===== src/rtl/sector_lock_seq.sv =====
module sector_lock_seq #(
  parameter int ADDR_W     = 16,
  parameter int NUM_SECT   = 16,
  parameter int SECT_SHIFT = 12,
  parameter int SEL_BIT    = 6,
  parameter logic [7:0] CMD_LOCK = 8'h60,
  parameter logic [7:0] CMD_EXIT = 8'hF0
) (
  input  logic                clk,
  input  logic                rst_n,
  input  logic                wr_en,
  input  logic [ADDR_W-1:0]   wr_addr,
  input  logic [7:0]          wr_data,
  input  logic                wp_n,
  input  logic [ADDR_W-1:0]   qry_addr,
  output logic                qry_wr_ok,
  output logic [NUM_SECT-1:0] lock_mask,
  output logic                seq_armed
);
  localparam int SECT_W = $clog2(NUM_SECT);
  localparam logic [NUM_SECT-1:0] BOOT_MASK = {1'b1, {(NUM_SECT-2){1'b0}}, 1'b1};

  typedef enum logic [1:0] {S_IDLE, S_PRE, S_ARM} st_t;
  st_t st_q, st_d;
  logic [NUM_SECT-1:0] lock_q;

  wire [SECT_W-1:0] wr_sect  = wr_addr[SECT_SHIFT +: SECT_W];
  wire [SECT_W-1:0] qry_sect = qry_addr[SECT_SHIFT +: SECT_W];
  wire              is_lock  = wr_en && (wr_data == CMD_LOCK);

  always_comb begin
    st_d = st_q;
    if (wr_en) begin
      if (wr_data == CMD_LOCK)
        st_d = (st_q == S_IDLE) ? S_PRE : S_ARM;
      else
        st_d = S_IDLE;
    end
  end

  always_ff @(posedge clk or negedge rst_n) begin
    if (!rst_n) begin
      st_q   <= S_IDLE;
      lock_q <= '1;
    end else begin
      st_q <= st_d;
      if (is_lock && st_q == S_ARM)
        lock_q[wr_sect] <= ~wr_addr[SEL_BIT];
    end
  end

  assign lock_mask = lock_q | (wp_n ? '0 : BOOT_MASK);
  assign qry_wr_ok = ~lock_mask[qry_sect];
  assign seq_armed = (st_q == S_ARM);

  AST_LOCK_ONLY_ARMED: assert property (@(posedge clk) disable iff (!rst_n)
    (lock_q != $past(lock_q)) |-> $past(seq_armed && wr_en && wr_data == CMD_LOCK));
  AST_ONE_SECTOR: assert property (@(posedge clk) disable iff (!rst_n)
    $countones(lock_q ^ $past(lock_q)) <= 1);
  AST_EXIT_IDLE: assert property (@(posedge clk) disable iff (!rst_n)
    (wr_en && wr_data == CMD_EXIT) |=> !seq_armed);
  AST_WP_BOOT: assert property (@(posedge clk) disable iff (!rst_n)
    !wp_n |-> (lock_mask[0] && lock_mask[NUM_SECT-1]));
  AST_ARM_PREFIX: assert property (@(posedge clk) disable iff (!rst_n)
    $rose(seq_armed) |-> $past(wr_en && wr_data == CMD_LOCK));
  AST_QRY_WP: assert property (@(posedge clk) disable iff (!rst_n)
    (!wp_n && qry_sect == '0) |-> !qry_wr_ok);
endmodule


===== config.mk =====
export PLATFORM = sky130hd
export DESIGN_NAME = sector_lock_seq
export DESIGN_NICKNAME = d
export VERILOG_FILES = /design/src/rtl/sector_lock_seq.sv
export SDC_FILE = /design/constraint.sdc
export NUM_CORES = 1
export LEC_CHECK = 0
export BUFFER_PORTS_ARGS = -buffer_cell sky130_fd_sc_hd__buf_2
export CAP_MARGIN = 20
export CORE_ASPECT_RATIO = 0.6
export CORE_MARGIN = 1
export CORE_UTILIZATION = 40
export CTS_CLUSTER_DIAMETER = 100
export DETAILED_ROUTE_END_ITERATION = 10
export GPL_TIMING_DRIVEN = 0
export PLACE_DENSITY_LB_ADDON = 0.15
export REMOVE_ABC_BUFFERS = 1
export SLEW_MARGIN = 25
export SYNTH_ARGS = -nofsm -noshare
export SYNTH_HDL_FRONTEND = slang
export SYNTH_SLANG_ARGS = --single-unit
export TNS_END_PERCENT = 50

===== constraint.sdc =====
create_clock -name clk -period 1.5 [get_ports clk]
set_clock_uncertainty 0.1 [all_clocks]
set_input_delay 0.075 -clock clk [delete_from_list [all_inputs] [get_ports clk]]
set_output_delay 0.075 -clock clk [all_outputs]
set_load 0.05 [all_outputs]

==> impl_metrics.toml <==
[place]
placed_area_sq_mm = 0.00130
place.port_buffers = 38
place.detailed.hpwl_um = 2000
place.gp.congestion = 0.769
place_worst_setup_slack_ns = -0.240

[critical_path]
worst_path_max_delay_cell = "sky130_fd_sc_hd__mux4_2"
cp_top_family = "multiplexers"
cp-end-kind = "output pin"
critPathMaxStageDelay_ns = 0.47
worst_endpoint_required_time_ns = 1.32
critical_path.cell_chain = "nand2b_4 > mux4_2 > o22ai_1 > a211o_1 > buf_6"
path_buf_inv = 1
worst-setup-path-type = "register to output pin"
critPathMaxFanout = 2
setup.worst_path.start_class = "register"
worstPathArrival_ns = 1.68

[synthesis]
yosysSeqAreaShare_pct = 39.0
post_synth_edffs = 0
postSynth.topFlopCell = "sky130_fd_sc_hd__dfstp_2"
synth.ff_latch_count = 18
synth.yosys.warnings = 0
postSynth.asyncResetShare_pct = 100
netlist_instances = 109
netlist_area_sq_mm = 0.00121
synthesis.area_per_instance_sq_um = 11.1
ys_types = 33

[global_routing]
grt_first_pass_wirelength_um = 4370
antenna_found_initial = 0
grt_pass1_vias = 925
grt_start_max_net_pins = 19
groute.usage.overall_pct = 18.7
gr-total-overflow = 0

[drt]
drc = 0
dr.first_iter.drc_count = 52
total_detailed_routing_wirelength_um = 2720
dr_pass1_iterations = 4
via_count = 963
final_antenna_violating_net_count = 0
drt-vias-per-instance = 5.32
avgRoutedWirePerCell_um = 15.0

[cells_and_area]
most-common-layout-cells = "sky130_fd_sc_hd__buf_2, sky130_fd_sc_hd__dfstp_2, sky130_fd_sc_hd__o31ai_1, sky130_fd_sc_hd__o21ai_1, sky130_fd_sc_hd__buf_6"
fillers = 271
finalNetCount = 184
final_design_area_no_fill_sq_mm = 0.00147
final_common_cell = "sky130_fd_sc_hd__buf_2"
area.growth.synth_to_final_pct = 21.8
diode_count = 0
final_layout_size_suffix_gt1_share_pct = 59.0

[timing]
timing.fmax_mhz = 538
final_count_of_pins_violating_max_slew = 0
max_slew_margin_pct = 72.8
timing.final.ws_setup_ns = -0.358
min_period_over_period_pct = 124
setup_tns_ns = -0.562
finalCriticalPeriod_ns = 1.86
rsz_0062_raised_after_global_routing = "true"
worstMarginPinSlew_ns = 0.407
report.final.setup_viol = 10
timing_hold_violations_final = 0

[floorplan]
start_util_pct = 42.0
die_w_um = 72.9
io-pin-count = 62
floorplan.die.height_um = 44.5
core_sq_mm = 0.00287
row_count = 15
overall_die_area_sq_mm = 0.00325

[outcome]
status = "complete, but fails checks"
violations = "negative setup slack"

[hold_path]
min_path_type = "input pin to register"

[power]
power_density_mw_per_mm2 = 674
vdd.ir_drop.worst_mv = 0.338
power.static_leakage_nw = 0.669

[clock_network]
cts_tree = "done"
cts_sinks = 18
h_tree_depth = 1
clk_root_buffer_cell = "sky130_fd_sc_hd__clkbuf_8"
clock_path_buffers = 2
cts_made_buffers = 3
clock_insertion_delay_worst_skew_ns = 0.26
clkTransAtPathRegs_ns = 0.07

[run]
max_cap_viol_count = 0
## synth_stat cells (2+ instances only)
library cell	count	area, sq um
sky130_fd_sc_hd__dfstp_2	16	420
sky130_fd_sc_hd__a41oi_1	2	17.5
sky130_fd_sc_hd__mux2i_1	3	30.0
sky130_fd_sc_hd__nand3_1	2	10.0
sky130_fd_sc_hd__o21ai_0	12	60.1
sky130_fd_sc_hd__nand4_1	4	25.0
sky130_fd_sc_hd__nor2_1	3	11.3
sky130_fd_sc_hd__nand3b_4	2	40.0
sky130_fd_sc_hd__o31ai_1	13	97.6
sky130_fd_sc_hd__and2b_2	2	17.5
sky130_fd_sc_hd__nor4bb_1	2	20.0
sky130_fd_sc_hd__dfrtp_1	2	50.1
sky130_fd_sc_hd__mux4_2	4	90.1
sky130_fd_sc_hd__nand2b_1	3	18.8
sky130_fd_sc_hd__inv_1	3	11.3
sky130_fd_sc_hd__nand4b_1	2	17.5
sky130_fd_sc_hd__nand2_1	2	7.51
sky130_fd_sc_hd__buf_4	14	105
sky130_fd_sc_hd__or2b_2	2	17.5
sky130_fd_sc_hd__or2_2	2	12.5
sky130_fd_sc_hd__buf_6	2	22.5
## power breakdown
part	switching, mW	internal [mW]	leakage [nW]	total (mW)
registers	0.000151	0.488	0.193	0.488
clock network	0.166	0.189	0.0228	0.355
logic	0.0912	0.0558	0.453	0.147
## metrics by stage
| stage | util [%] | cells | total power [mW] | hold slack, ns |
|---|---|---|---|---|
| final | 51.2 | 181 | 0.990 | 0.00678 |
| after floorplan | - | 90 | 0.555 | -0.321 |
| after detailed placement | 45.3 | 170 | 0.627 | -0.0711 |
| after CTS | 49.8 | 180 | 0.993 | 0.00996 |
| after global routing | 51.2 | 181 | 1.04 | 0.0369 |
| after global placement | 45.3 | 170 | 0.625 | -0.0776 |
## layout make-up
cell class / instances / area, sq um / area share (%)
inverters: 3 / 11.3 / 0.767
repair buffers: 45 / 269 / 18.3
multi-input cells: 69 / 621 / 42.2
flip-flops and latches: 18 / 470 / 32.0
clock buffers: 4 / 45.0 / 3.07
well taps: 42 / 52.6 / 3.58
## registers in the layout (all words and copies together) (netlist names)
register	count
lock_q	16
st_q	2
## kinds of logic (layout without fill, tap and decap cells)
family                 count (synthesis)  after routing  share of synthesized area (%)
AOI/OAI and AO/OA                     31             31                           16.7
buffers and inverters                 22             52                           13.3
DFF                                   18             18                           39.0
muxes                                  7              7                           9.96
and+or+nand+nor                       31             31                           21.1
## repair_timing
item                                    4_1_cts  5_1_grt
endpoints found under the setup margin       16       17
buffers inserted                              4        1
hold endpoints to repair                     19        0
pin swaps                                     1       12
resized for setup                            10       15
hold buffers                                  2        0
## path summary, 6_finish.rpt
check | from | slack [ns] | depth (start not counted) | endpoint
worst max-delay path | lock_q[0] | -0.36 | 5 | qry_wr_ok
worst min register to register | lock_q[2] | 0.38 | 2 | lock_q[2]
min in group asynchronous | rst_n | 0.17 | 2 | st_q[0]
worst min-delay path | wr_en | 0.007 | 3 | st_q[0]
max in group asynchronous | rst_n | 0.80 | 2 | lock_q[7]
worst max register to register | st_q[0] | -0.04 | 4 | lock_q[14]
## metal layers
metal / GRT usage, % / vias to the layer above / part of all wire [%]
met1: 25.4 / 470 / 49
met2: 29.5 / 22 / 45
met3: 6.38 / 2 / 5.6
met4: 3.53 / 0 / 0.29
met5: 0 / - / 0
li1: - / 469 / -
## tightest hold or removal path, delay by kind of cell
kind / cells / cell delay, ns
AOI/OAI and AO/OA: 1 / 0.06
buffers and inverters: 1 / 0.09
and+or+nand+nor: 1 / 0.10
(Power assumes the default switching activity.)
